==> config.mk <==
export PLATFORM = sky130hd
export DESIGN_NAME = result_buffer
export DESIGN_NICKNAME = d
export VERILOG_FILES = /design/src/rtl/rb_pkg.sv /design/src/rtl/rb_chan_ctrl.sv /design/src/rtl/rb_bank.sv /design/src/rtl/result_buffer.sv
export SDC_FILE = /design/constraint.sdc
export NUM_CORES = 1
export LEC_CHECK = 0
export BUFFER_PORTS_ARGS = -buffer_cell sky130_fd_sc_hd__buf_2
export CAP_MARGIN = 20
export CORE_MARGIN = 5
export CORE_UTILIZATION = 35
export CTS_BUF_LIST = sky130_fd_sc_hd__clkbuf_8
export DETAILED_ROUTE_END_ITERATION = 8
export GPL_TIMING_DRIVEN = 0
export HOLD_SLACK_MARGIN = 0.02
export PLACE_DENSITY = 0.49
export SYNTH_ARGS = -nofsm -noshare
export SYNTH_HDL_FRONTEND = slang
export SYNTH_HIERARCHICAL = 1
export SYNTH_SLANG_ARGS = --single-unit
==> constraint.sdc <==
create_clock -name clk -period 13.05 [get_ports clk]
set_input_delay 1.305 -clock clk [delete_from_list [all_inputs] [get_ports clk]]
set_output_delay 1.305 -clock clk [all_outputs]
set_load 0.1 [all_outputs]
==> src/rtl/rb_pkg.sv <==
package rb_pkg;
  localparam int CONV_W = 12;

  typedef enum logic [1:0] {
    WID_12  = 2'd0,
    WID_10  = 2'd1,
    WID_8   = 2'd2,
    WID_8B  = 2'd3
  } width_e;

  // Keep the upper bits of a conversion, right-aligned.
  function automatic logic [CONV_W-1:0] narrow(input logic [CONV_W-1:0] d,
                                               input logic [1:0] sel);
    case (width_e'(sel))
      WID_12:  narrow = d;
      WID_10:  narrow = d >> 2;
      default: narrow = d >> 4;
    endcase
  endfunction
endpackage

==> src/rtl/rb_chan_ctrl.sv <==
module rb_chan_ctrl #(
  parameter int RW = 4,
  parameter int ACW = 2,
  parameter int SUMW = 14,
  parameter logic [RW-1:0] RST_BASE = '0
) (
  input  logic            clk,
  input  logic            rst,
  input  logic            cfg_hit,
  input  logic [RW-1:0]   cfg_ptr,
  input  logic [RW-1:0]   cfg_depth,
  input  logic            smp_hit,
  input  logic [SUMW-1:0] smp,
  input  logic [ACW-1:0]  acc_sel,
  input  logic            accept,
  output logic            last,
  output logic [SUMW-1:0] sum,
  output logic [RW-1:0]   tgt
);
  logic [RW-1:0]   base, depth, off;
  logic [ACW-1:0]  cnt;
  logic [SUMW-1:0] acc;

  assign last = (cnt == acc_sel);
  assign sum  = acc + smp;
  assign tgt  = base + off;

  always_ff @(posedge clk) begin
    if (rst) begin
      base  <= RST_BASE;
      depth <= '0;
      off   <= '0;
      cnt   <= '0;
      acc   <= '0;
    end else if (cfg_hit) begin
      base  <= cfg_ptr;
      depth <= cfg_depth;
      off   <= '0;
      cnt   <= '0;
      acc   <= '0;
    end else if (smp_hit) begin
      if (last) begin
        cnt <= '0;
        acc <= '0;
        if (accept) off <= (off == depth) ? '0 : off + 1'b1;
      end else begin
        cnt <= cnt + 1'b1;
        acc <= sum;
      end
    end
  end
endmodule

==> src/rtl/rb_bank.sv <==
module rb_bank #(
  parameter int NUM_REG = 16,
  parameter int RW = 4,
  parameter int DW = 14
) (
  input  logic               clk,
  input  logic               rst,
  input  logic               we,
  input  logic [RW-1:0]      waddr,
  input  logic [DW-1:0]      wdata,
  input  logic               re,
  input  logic [RW-1:0]      raddr,
  output logic [DW-1:0]      rdata,
  output logic               rvld,
  output logic [NUM_REG-1:0] full
);
  logic [DW-1:0] mem [NUM_REG];

  // Storage without reset so it can map to block RAM.
  always_ff @(posedge clk) begin
    if (we) mem[waddr] <= wdata;
    if (re) rdata <= mem[raddr];
  end

  always_ff @(posedge clk) begin
    if (rst) rvld <= 1'b0;
    else     rvld <= re & full[raddr];
  end

  for (genvar k = 0; k < NUM_REG; k++) begin : g_full
    always_ff @(posedge clk) begin
      if (rst)                               full[k] <= 1'b0;
      else if (we && waddr == RW'(k))        full[k] <= 1'b1;
      else if (re && raddr == RW'(k))        full[k] <= 1'b0;
    end
  end
endmodule

==> src/rtl/result_buffer.sv <==
module result_buffer #(
  parameter int NUM_CH = 8,
  parameter int NUM_REG = 16,
  parameter int MAX_ACC = 4,
  localparam int CHW = $clog2(NUM_CH),
  localparam int RW = $clog2(NUM_REG),
  localparam int ACW = $clog2(MAX_ACC),
  localparam int SUMW = rb_pkg::CONV_W + ACW
) (
  input  logic                      clk,
  input  logic                      rst,
  input  logic                      conv_vld,
  input  logic [CHW-1:0]            conv_ch,
  input  logic [rb_pkg::CONV_W-1:0] conv_data,
  input  logic                      rd_en,
  input  logic [RW-1:0]             rd_idx,
  input  logic                      cfg_we,
  input  logic [CHW-1:0]            cfg_ch,
  input  logic [RW-1:0]             cfg_ptr,
  input  logic [RW-1:0]             cfg_depth,
  input  logic                      wfr_en,
  input  logic [ACW-1:0]            acc_sel,
  input  logic [1:0]                width_sel,
  output logic [SUMW-1:0]           rd_data,
  output logic                      rd_vld,
  output logic                      res_evt,
  output logic                      lost
);
  logic            ch_last [NUM_CH];
  logic [SUMW-1:0] ch_sum  [NUM_CH];
  logic [RW-1:0]   ch_tgt  [NUM_CH];
  logic [NUM_REG-1:0] full;
  logic [SUMW-1:0] smp;
  logic commit, ok, wr;

  assign smp    = SUMW'(rb_pkg::narrow(conv_data, width_sel));
  assign commit = conv_vld & ch_last[conv_ch];
  assign ok     = ~(wfr_en & full[ch_tgt[conv_ch]]);
  assign wr     = commit & ok;

  for (genvar i = 0; i < NUM_CH; i++) begin : g_ch
    rb_chan_ctrl #(
      .RW(RW), .ACW(ACW), .SUMW(SUMW),
      .RST_BASE(RW'((2 * i) % NUM_REG))
    ) i_ctrl (
      .clk      (clk),
      .rst      (rst),
      .cfg_hit  (cfg_we && cfg_ch == CHW'(i)),
      .cfg_ptr  (cfg_ptr),
      .cfg_depth(cfg_depth),
      .smp_hit  (conv_vld && conv_ch == CHW'(i)),
      .smp      (smp),
      .acc_sel  (acc_sel),
      .accept   (ok),
      .last     (ch_last[i]),
      .sum      (ch_sum[i]),
      .tgt      (ch_tgt[i])
    );
  end

  rb_bank #(.NUM_REG(NUM_REG), .RW(RW), .DW(SUMW)) i_bank (
    .clk  (clk),
    .rst  (rst),
    .we   (wr),
    .waddr(ch_tgt[conv_ch]),
    .wdata(ch_sum[conv_ch]),
    .re   (rd_en),
    .raddr(rd_idx),
    .rdata(rd_data),
    .rvld (rd_vld),
    .full (full)
  );

  always_ff @(posedge clk) begin
    if (rst) begin
      res_evt <= 1'b0;
      lost    <= 1'b0;
    end else begin
      res_evt <= wr;
      if (commit && !ok) lost <= 1'b1;
      else if (cfg_we)   lost <= 1'b0;
    end
  end
endmodule

# Word-level counts from Yosys, hierarchy flattened
# Memory sizes are Yosys's and may differ from the RTL's. A register that Yosys moved wholly into a read port is not among the register bits.
# Cells that the tools add are included.
# word_totals
reg_bits	243
ramBits	224
mem_count	1
# op_classes
add_sub_neg	32
n_lt_le_gt_ge	3
eq_ne	61
n_mux	74
n_bitwise	6
n_reduce_logical	87
# memory_table
name	words	width	read_ports	rd_ports_with_merged_regs	write_ports	line_no	rtl
i_bank.mem	16	14	1	1	1	rb_bank.sv:17	logic [DW-1:0] mem [NUM_REG];
# op_table
cell	count
14-bit 2-to-1 mux	10
14-bit by 12-bit adder with 14-bit output	8
4-bit == test (second input constant)	16
1-bit logical AND	49
14-bit binary-select mux with 3-bit select	1
1-bit 2-to-1 mux	40
4-bit 2-to-1 mux	10
2-bit nonzero test	17
4-bit by 1-bit adder with 4-bit output (second input constant)	8
4-bit adder	8
4-bit by 3-bit == test with 1-bit output (second input constant)	8
4-bit == test	8
3-bit == test (second input constant)	8
12-bit one-hot mux with 2 select lines	1
3-bit AND reduction	8
2-bit by 1-bit adder with 2-bit output (second input constant)	8
2-bit == test	8
4-bit by 2-bit == test with 1-bit output (second input constant)	4
2-bit 2-to-1 mux	8
2-bit OR reduction	8
4-bit binary-select mux with 3-bit select	1
3-bit by 2-bit == test with 1-bit output (second input constant)	4
4-bit by 5-bit less-than comparator with 1-bit output (second input constant)	2
1-bit binary-select mux with 4-bit select	2
other kinds (11)	18

# Logic depth before layout (Yosys ltp)
# Gate-level depths: netlist (run 1).
# logic_depth
depth_word	11
depth_mapped	14

# Modules after synthesis
# Netlist (run 1), hierarchy kept.
# by_module_without_submodules
module	n_inst	cells_per_inst	area_each_um2	seq_area_each_um2
rb_bank	1	473	9686.8	7487.2
rb_chan_ctrl (g_ch[4].i_ctrl ...)	2	227	1953.1	560.5
rb_chan_ctrl (g_ch[1].i_ctrl ...)	2	227	1908.1	560.5
rb_chan_ctrl (g_ch[5].i_ctrl)	1	228	1953.1	560.5
rb_chan_ctrl (g_ch[0].i_ctrl)	1	226	1918.1	560.5
rb_chan_ctrl (g_ch[2].i_ctrl)	1	226	1908.1	560.5
rb_chan_ctrl (g_ch[7].i_ctrl)	1	205	1850.5	560.5
result_buffer	1	166	1756.7	40.0

# Least setup slack after synthesis (run 1)
# OpenSTA, ideal clock, no wires.
# synth_timing
path_kind	input -> register
from	input port width_sel[1]
to	memory i_bank.mem[0][10] (data pin)
setup_time_ns	0.285
t_arrival_ns	4.922
required_time_ns	12.765
slack_ns	7.842
path_stages	12
n_path_buf	1
cell_sequence	clkbuf_1 > o21ai_0 > inv_1 > fa_1 > nand2b_1 > a21o_1 > a21oi_1 > o21ai_0 > nor2b_1 > xnor2_1 > mux4_2 > mux2_2
# synth_rtl
element	line_no	rtl
from (decl)	result_buffer.sv:23	input logic [1:0] width_sel,
to (decl)	rb_bank.sv:17	

==> results of run 1 <==
-- layout make-up --
| cell class | instances | share of cell area [%] |
|---|---|---|
| Timing Repair Buffer | 57 | 1.11 |
| Clock inverter | 64 | 1.43 |
| Inverter | 103 | 1.27 |
| Sequential cell | 481 | 39.5 |
| Tap cell | 1030 | 4.24 |
| Antenna cell | 2 | 0.0165 |
| Multi-Input combinational cell | 1778 | 46.2 |
| Clock buffer | 102 | 4.62 |
| Buffer | 94 | 1.64 |
-- layer usage --
metal / wire (um) / global-route usage (%) / vias to the layer above
met5: 0 / 0 / -
li1: - / - / 9360
met4: 2030 / 5.22 / 0
met3: 4380 / 3.19 / 118
met2: 33100 / 27.3 / 540
met1: 37600 / 27.6 / 9769
-- cells in the mapped netlist (41+ instances only) --
cell type and count:
dfxtp_1 243, edfxtp_1 238, nor2_1 238, a21oi_1 142, ha_1 136, nand2_1 129, mux2i_1 105, xnor2_1 104
inv_1 103, mux4_2 96, nor2b_1 80, o21ai_0 68, xor2_1 61, nand3_1 60, a21o_1 51, nand2b_1 41
-- power groups by stage --
| stage | logic, mW | clock network [mW] | registers [mW] |
|---|---|---|---|
| after floorplan | 0.272 | 0 | 1.70 |
| after global placement | 0.446 | 0 | 1.67 |
| after detailed placement | 0.459 | 0 | 1.67 |
| after CTS | 0.461 | 1.54 | 1.64 |
| after global routing | 0.497 | 1.61 | 1.64 |
| final | 0.461 | 1.49 | 1.64 |
-- worst paths after layout --
path	start	endpoint	slack [ns]	depth (start not counted)
worst max register to register	g_ch[4].i_ctrl/off[0]$_SDFFE_PP0P_	i_bank/mem[8][11]$_DFFE_PP_	7.50	13
worst max-delay path	g_ch[4].i_ctrl/off[0]$_SDFFE_PP0P_	i_bank/mem[8][11]$_DFFE_PP_	7.50	13
worst min-delay path	g_ch[2].i_ctrl/acc[9]$_SDFFE_PP0P_	g_ch[2].i_ctrl/acc[9]$_SDFFE_PP0P_	0.46	2
worst min register to register	g_ch[2].i_ctrl/acc[9]$_SDFFE_PP0P_	g_ch[2].i_ctrl/acc[9]$_SDFFE_PP0P_	0.46	2
-- metrics by stage --
step	area, um2	util (%)
after global placement	28400	37.4
after detailed placement	28500	37.6
after CTS	30400	40.0
final	30400	40.0
after floorplan	26900	-
after global routing	30400	40.0
-- worst register-to-register path: cells and delay by family (launching register included) --
kind,cells,cell delay [ns]
compound gates,2,0.86
mux,2,0.93
flops,1,0.46
buf+inv,2,0.72
simple gates,4,1.41
fa+ha+maj,2,0.67
xor+xnor,1,0.14
-- registers in the layout, indices dropped and copies added (netlist names) --
name               flops
i_bank/mem           224
g_ch.i_ctrl/acc      112
g_ch.i_ctrl/base      32
g_ch.i_ctrl/depth     32
g_ch.i_ctrl/off       32
g_ch.i_ctrl/cnt       16
i_bank/full           16
i_bank/rdata          14
i_bank/rvld            1
lost                   1
res_evt                1
-- cell families after synthesis --
logic type / synth area share (%)
AND/OR/NAND/NOR: 13.5
AO/OA/AOI/OAI: 12.6
flip-flops: 44.8
multiplexers: 12.8
buffers and inverters: 3.30
XOR/XNOR: 5.39
adder cells (fa/ha/maj): 7.55
other: 0.0140
==> flow_metrics.tcl, run 1 <==
set metrics [dict create \
    final_cell_mix "243 x dfxtp_1, 238 x edfxtp_1, 236 x nor2_1, 142 x a21oi_1, 136 x ha_1" \
    cpMostUsedCell "inv_1" \
    ios 57 \
    synth_cell_types 83 \
    layout-drive-gt1-share_pct 15.6 \
    slew_headroom_pct 32.4 \
    numPortBuffers 49 \
    die_h_um 287 \
    synthFlopType "dfxtp_1" \
    path_class "flip-flop to flip-flop" \
    post-place-ws_ns 7.05 \
    synth-edff-count 238 \
    yosysSeqAreaShare_pct 44.8 \
    fin_nets 2796 \
    whs_ns 0.457 \
    power.leakage_nw 11.9 \
    ctsResizeCount 0 \
    vdd_drop_max_uv 77.4 \
    p_int_mw 2.57 \
    avgSynthCellArea_um2 11.0 \
    htreeDepth 3 \
    cts_setup_buffers 0 \
    finalPower_mw 3.59 \
    setup_viol 0 \
    track_usage_pct 18.4 \
    vias 19787 \
    clockRootBuffer "clkbuf_8" \
    clkSinkCount 481 \
    grt_max_degree 21 \
    row_count 101 \
    cts_buffer_depth 3 \
    synth_top_area_cell "edfxtp_1" \
    setup_ws_ns 7.50 \
    dp.cells 3543 \
    die_area_um2 82200 \
    fmax_mhz 180 \
    finalSetupTns_ns 0 \
    path_clk_slew_ns 0.06 \
    combPwrFrac_pct 12.9 \
    syn_area_um2 26800 \
    cts_buffers 89 \
    ctsHoldBuffers 0 \
    place_hpwl_mm 56.8 \
    core_um2 75900 \
    ant_nets 0 \
    grt_pass1_vias 19301 \
    start_util_pct 35.3 \
    status "finished clean" \
    clock_latency_ns 0.73 \
    synth_seq_cells 481 \
    p_switching_mw 1.01 \
    path_max_fanout 14 \
    synthArstFlopShare_pct 0 \
    path_cells "ha_1, inv_1, fa_1, xnor2_1, mux4_2, mux2_2, nor2_1, a22oi_1, a32oi_2, and3_1, nor3b_1, nand2_1, inv_1" \
    slew_viol_final 0 \
    grt_pass1_wl_mm 116 \
    crit_arrival_ns 5.87 \
    rsz0062_at_grt "no" \
    finalHoldViolations 0 \
    p_per_area_nw_per_um2 118 \
    drc_errors 0 \
    yosysTopAreaCellShare_pct 26.7 \
    syn_inst 2432 \
    multi_input_area_um2 14000 \
    swShare_pct 28.3 \
    finClkSkew_ns 0.0700 \
    final_cells 3711 \
    seqCellArea_um2 12000 \
    cp-start-kind "flip-flop" \
    first_pass_iters 5 \
    min_path_type "flip-flop to flip-flop" \
    viasPerCell 5.33 \
    worstPathRequired_ns 13.37 \
    die_w_um 287 \
    area_delta_synth_final_pct 13.4 \
    seqPwrFrac_pct 45.7 \
    antenna_found_initial 6 \
    min_period_over_period_pct 42.6 \
    cp-end-kind "flip-flop" \
    grt.overflow.total 0 \
    synthTopCellsByArea "edfxtp_1 27%, dfxtp_1 18%, mux4_2 8.1%, ha_1 6.4%, mux2i_1 3.9%" \
    cts_tree "built" \
    slowest_stage "a32oi_2" \
    ys_warn_count 6 \
    worst-slew-pin-transition_ns 1.01 \
    p_clk_share_pct 41.4 \
    wire_per_inst_um 20.8 \
    drt_iter0_drc 1540 \
    fin_crit_ns 5.55 \
    n_fill_cell 7362 \
    path_buf_inv 2 \
    routed_wl_mm 77.1 \
    routabilityCongestion 0.884 \
    max_cap_violations 0 \
    layout_commonest_cell "dfxtp_1" \
    slowest_delay_ns 0.74 \
    crit_family "simple AND/OR/NAND/NOR gates" \
]
No activity file was read; power rests on OpenSTA's default activity.
==> inputs of run 2 (changes only) <==
==> constraint.sdc (replaced) <==
create_clock -name clk -period 5.54 [get_ports clk]
set_input_delay 0.554 -clock clk [delete_from_list [all_inputs] [get_ports clk]]
set_output_delay 0.554 -clock clk [all_outputs]
set_load 0.1 [all_outputs]
==> run 2 against run 1 <==
- final cell count unchanged
- non-clock buffer count unchanged
- via count about the same
- global-route usage unchanged
- register-to-register slack worse by 7.3 ns
- combinational power up 140%
- clock-buffer cell count unchanged
- clock skew down 0.0020 ns
- critical path depth unchanged
- final area about the same
- critical endpoint is now i_bank/mem[0][11]$_DFFE_PP_
- largest cell class unchanged
- largest power group unchanged
- highest routed layer unchanged
==> flow_metrics.tcl, run 2 (synthesis results as in run 1) <==
set metrics [dict create \
    status "finished clean" \
    top_regs "i_bank/mem x224, g_ch.i_ctrl/acc x112" \
    combPwrFrac_pct 12.9 \
    core_um2 75900 \
    swShare_pct 28.3 \
    p_clk_share_pct 41.4 \
    grt.overflow.total 0 \
    slew_viol_final 0 \
    layout_commonest_cell "dfxtp_1" \
    crit_arrival_ns 5.63 \
    path_class "flip-flop to flip-flop" \
    wire_per_inst_um 20.8 \
    min_period_over_period_pct 95.8 \
    start_util_pct 35.3 \
    routabilityCongestion 0.884 \
    finalPower_mw 8.45 \
    cp-end-kind "flip-flop" \
    fin_nets 2796 \
    p_per_area_nw_per_um2 278 \
    cts_setup_buffers 0 \
    ios 57 \
    n_fill_cell 7362 \
    ctsResizeCount 0 \
    grt_pass1_wl_mm 116 \
    htreeDepth 3 \
    numPortBuffers 49 \
    largest_register "i_bank/mem" \
    path_cells "ha_1, inv_1, fa_1, xnor2_1, mux4_2, mux2_2, nor2b_1, a22oi_1, a32oi_4, and3_1, nor3b_1, nand2_1, inv_1" \
    largest_reg_flops 224 \
    p_switching_mw 2.39 \
    cpMostUsedCell "inv_1" \
    path_max_fanout 14 \
    finClkSkew_ns 0.0680 \
    area_delta_synth_final_pct 13.5 \
    ant_nets 0 \
    first_pass_iters 5 \
    cts_buffer_depth 3 \
    viasPerCell 5.33 \
    vdd_drop_max_uv 181 \
    whs_ns 0.224 \
    grt_pass1_vias 19301 \
    grt_max_degree 21 \
    max_cap_violations 0 \
    die_w_um 287 \
    slowest_delay_ns 0.67 \
    reg2regPathDepth 13 \
    setup_viol 0 \
    path_clk_slew_ns 0.06 \
    fin_crit_ns 5.30 \
    die_area_um2 82200 \
    track_usage_pct 18.4 \
    final_cell_mix "243 x dfxtp_1, 238 x edfxtp_1, 236 x nor2_1, 142 x a21oi_1, 136 x ha_1" \
    drc_errors 0 \
    row_count 101 \
    worst-slew-pin-transition_ns 1.02 \
    rsz0062_at_grt "no" \
    clockRootBuffer "clkbuf_8" \
    cp-start-kind "flip-flop" \
    cts_tree "built" \
    drt_iter0_drc 1537 \
    routed_wl_mm 77.1 \
    slew_headroom_pct 32.1 \
    min_path_type "input pin to flip-flop" \
    min_delay_path_depth 4 \
    antenna_found_initial 6 \
    clock_latency_ns 0.73 \
    ctsHoldBuffers 0 \
    p_int_mw 6.06 \
    clkSinkCount 481 \
    layout-drive-gt1-share_pct 15.6 \
    worstPathRequired_ns 5.87 \
    seqPwrFrac_pct 45.7 \
    finalHoldViolations 0 \
    slowest_stage "nor3b_1" \
    cts_buffers 89 \
    place_hpwl_mm 56.8 \
    die_h_um 287 \
    power.leakage_nw 11.9 \
    vias 19769 \
    fmax_mhz 189 \
]
run 2: worst max-delay path: cells and delay by family, from the launching register on:
| family | cells | cell delay, ns |
|---|---|---|
| flops | 1 | 0.46 |
| buf+inv | 2 | 0.64 |
| simple gates | 4 | 1.42 |
| fa+ha+maj | 2 | 0.66 |
| compound gates | 2 | 0.67 |
| xor+xnor | 1 | 0.14 |
| mux | 2 | 0.93 |
run 2: metrics by stage:
step / cell area, um2 / TNS [ns] / instances / util [%] / setup slack, ns
final: 30400 / 0 / 3711 / 40.0 / 0.235
after global routing: 30400 / 0 / 3710 / 40.0 / 0.00428
after CTS: 30400 / 0 / 3709 / 40.0 / 0.00146
after detailed placement: 28500 / 0 / 3543 / 37.6 / 0.0180
after global placement: 28400 / -91.41 / 3535 / 37.4 / -0.940
after floorplan: 26900 / 0 / 2456 / - / 1.08
run 2: metal layers:
| metal | wire [um] | vias up | track usage (%) |
|---|---|---|---|
| met3 | 4300 | 115 | 3.19 |
| met1 | 37700 | 9735 | 27.6 |
| met4 | 2000 | 0 | 5.22 |
| met2 | 33100 | 557 | 27.3 |
| li1 | - | 9362 | - |
| met5 | 0 | - | 0 |
run 2: final timing paths:
check,start,endpoint,slack (ns)
setup reg to reg,g_ch[4].i_ctrl/off[0]$_SDFFE_PP0P_,i_bank/mem[0][11]$_DFFE_PP_,0.24
hold / removal,cfg_we,lost$_SDFFE_PP0P_,0.22
setup / recovery,g_ch[4].i_ctrl/off[0]$_SDFFE_PP0P_,i_bank/mem[0][11]$_DFFE_PP_,0.24
hold reg to reg,g_ch[2].i_ctrl/acc[9]$_SDFFE_PP0P_,g_ch[2].i_ctrl/acc[9]$_SDFFE_PP0P_,0.46
run 2: final cells by class:
type                    count  area, um2  share of cell area (%)
multi-input cells        1778      14000                    46.2
flip-flops and latches    481      12000                    39.5
clock buffers             102       1400                    4.62
well taps                1030       1290                    4.24
plain buffers              94        498                    1.64
clock inverters            64        434                    1.43
inverters                 103        394                    1.30
repair buffers             57        337                    1.11
diodes                      2       5.00                  0.0165
run 2: power by group through the flow:
stage	sequential, mW	clock, mW	combinational (mW)
3_5_place_dp	3.94	0	1.08
5_1_grt	3.87	3.78	1.17
6_report	3.87	3.50	1.09
3_3_place_gp	3.94	0	1.05
4_1_cts	3.87	3.63	1.09
2_1_floorplan	4.00	0	0.641
==> inputs of run 3 (changes only) <==
--- a/config.mk
+++ b/config.mk
@@ -14,6 +14,7 @@
 export GPL_TIMING_DRIVEN = 0
 export HOLD_SLACK_MARGIN = 0.02
 export PLACE_DENSITY = 0.49
+export REMOVE_ABC_BUFFERS = 1
 export SYNTH_ARGS = -nofsm -noshare
 export SYNTH_HDL_FRONTEND = slang
 export SYNTH_HIERARCHICAL = 1
==> run 3 against run 2 <==
- fmax increased by 1.1%
- highest routed layer unchanged
- register-to-register slack improved by 0.06 ns
- utilization decreased by 0.49 points
==> flow_metrics.tcl, run 3 (synthesis results as in run 1) <==
set metrics [dict create \
    finalHoldViolations 0 \
    min_from "cfg_we" \
    routabilityCongestion 0.873 \
    slew_headroom_pct 29.1 \
    viasPerCell 5.28 \
    grt_max_degree 70 \
    min_delay_path_depth 4 \
    die_area_um2 82200 \
    max_cap_violations 0 \
    layout_commonest_cell "dfxtp_1" \
    rsz0062_at_grt "no" \
    placed_area_um2 28300 \
    slew_viol_final 0 \
    cpMostUsedCell "inv_1" \
    setup_ws_ns 0.292 \
    drc_errors 0 \
    htreeDepth 3 \
    largest_reg_flops 224 \
    layout-drive-gt1-share_pct 14.8 \
    antenna_found_initial 2 \
    top_regs "i_bank/mem x224, g_ch.i_ctrl/acc x112" \
    first_pass_iters 5 \
    core_um2 75900 \
    path_buf_inv 2 \
    path_cells "ha_1, inv_1, fa_1, xnor2_1, mux4_2, mux2_2, nor2_1, a22oi_1, a32oi_4, and3_1, nor3b_1, nand2_1, inv_1" \
    post-place-ws_ns -0.138 \
    clockRootBuffer "clkbuf_8" \
    area_delta_synth_final_pct 12.1 \
    grt_pass1_wl_mm 111 \
    power.leakage_nw 11.7 \
    ios 57 \
    largest_register "i_bank/mem" \
    dp.cells 3474 \
    cts_buffers 88 \
    worstPathRequired_ns 5.87 \
    clkSinkCount 481 \
    cp-startpoint "g_ch[4].i_ctrl/off[0]$_SDFFE_PP0P_" \
    status "finished clean" \
    cp-end-kind "flip-flop" \
    cts_tree "built" \
    numPortBuffers 56 \
    n_fill_cell 7326 \
    r2r_slack_ns 0.29 \
    min_path_type "input pin to flip-flop" \
    finClkSkew_ns 0.0467 \
    p_per_area_nw_per_um2 271 \
    final_cell_mix "243 x dfxtp_1, 238 x nor2_1, 238 x edfxtp_1, 142 x a21oi_1, 138 x inv_1" \
    crit_arrival_ns 5.58 \
    wire_per_inst_um 19.9 \
    vdd_drop_max_uv 136 \
    slowest_stage "nor3b_1" \
    cts_buffer_depth 3 \
    seqCellArea_um2 12000 \
    rr_endpoint "i_bank/mem[8][9]$_DFFE_PP_" \
    multi_input_area_um2 14000 \
    die_w_um 287 \
    clock_latency_ns 0.72 \
    routed_wl_mm 72.4 \
    ant_nets 0 \
    path_class "flip-flop to flip-flop" \
    fin_crit_ns 5.25 \
    vias 19201 \
    min_period_over_period_pct 94.7 \
    path_max_fanout 14 \
    grt.overflow.total 0 \
    slowest_delay_ns 0.64 \
    fin_nets 2727 \
    reg2reg_from "g_ch[4].i_ctrl/off[0]$_SDFFE_PP0P_" \
    grt_pass1_vias 19363 \
    final_area_um2 30000 \
    row_count 101 \
    cp-start-kind "flip-flop" \
    worst-slew-pin-transition_ns 1.06 \
    setup_viol 0 \
    die_h_um 287 \
    start_util_pct 35.3 \
    path_clk_slew_ns 0.06 \
    reg2regPathDepth 13 \
    place_hpwl_mm 52.1 \
    crit_family "simple AND/OR/NAND/NOR gates" \
    min_to "lost$_SDFFE_PP0P_" \
    final_cells 3634 \
    drt_iter0_drc 1086 \
    track_usage_pct 17.2 \
    whs_ns 0.179 \
    fmax_mhz 191 \
]
-- run 3: changes by cell type in the layout (fill, tap and decap cells not counted), moves of 5 or more --
cell      delta
buf_1        -6
buf_2       -29
clkbuf_1    -38
clkinv_1    -13
clkinv_2     -6
inv_1       +13
o21ai_1      +5
o21ai_2      -5
-- run 3: worst max-delay path by stage --
stage                                   to  cells past startpoint
6_report        i_bank/mem[8][9]$_DFFE_PP_                     13
4_1_cts         i_bank/mem[0][0]$_DFFE_PP_                     13
3_3_place_gp   i_bank/mem[8][12]$_DFFE_PP_                     12
2_1_floorplan  i_bank/mem[0][10]$_DFFE_PP_                     12
5_1_grt         i_bank/mem[8][2]$_DFFE_PP_                     13
3_5_place_dp   i_bank/mem[0][10]$_DFFE_PP_                     10
-- run 3: cell type report --
class                      instances  area share, %
clock buffer                      98           4.49
timing repair buffer              83           2.06
tap                             1030           4.29
antenna                            3         0.0250
multi-input combinational       1778           46.7
sequential                       481           40.0
inverter                         103           1.32
clock inverter                    58           1.08
-- run 3: through the flow --
stage	setup TNS, ns	total power [mW]	utilization (%)
3_3_place_gp	-138.39	4.94	36.8
3_5_place_dp	-5.30	4.98	37.3
5_1_grt	0	8.54	39.5
2_1_floorplan	0	4.58	-
4_1_cts	0	8.29	39.5
6_report	0	8.15	39.5
-- run 3: repair_timing --
item	4_1_cts	5_1_grt
buffers inserted	0	0
resized for setup	0	4
hold buffers	0	0
setup endpoints to repair	0	56
-- run 3: layer usage --
| metal | part of all wire [%] | GRT usage [%] |
|---|---|---|
| met1 | 45 | 22.7 |
| met2 | 49 | 29.6 |
| met3 | 3.8 | 3.07 |
| met4 | 2.2 | 4.28 |
| met5 | 0 | 0 |
-- run 3: power breakdown --
group          total [mW]  switching [mW]  internal (mW)
Sequential           3.87          0.0224           3.84
Clock                3.25            1.56           1.68
Combinational        1.04           0.688          0.351
-- run 3: tightest hold or removal path: cells and delay by family --
family	cells	cell delay, ns
compound gates	1	0.06
buf+inv	1	0.10
simple gates	2	0.09
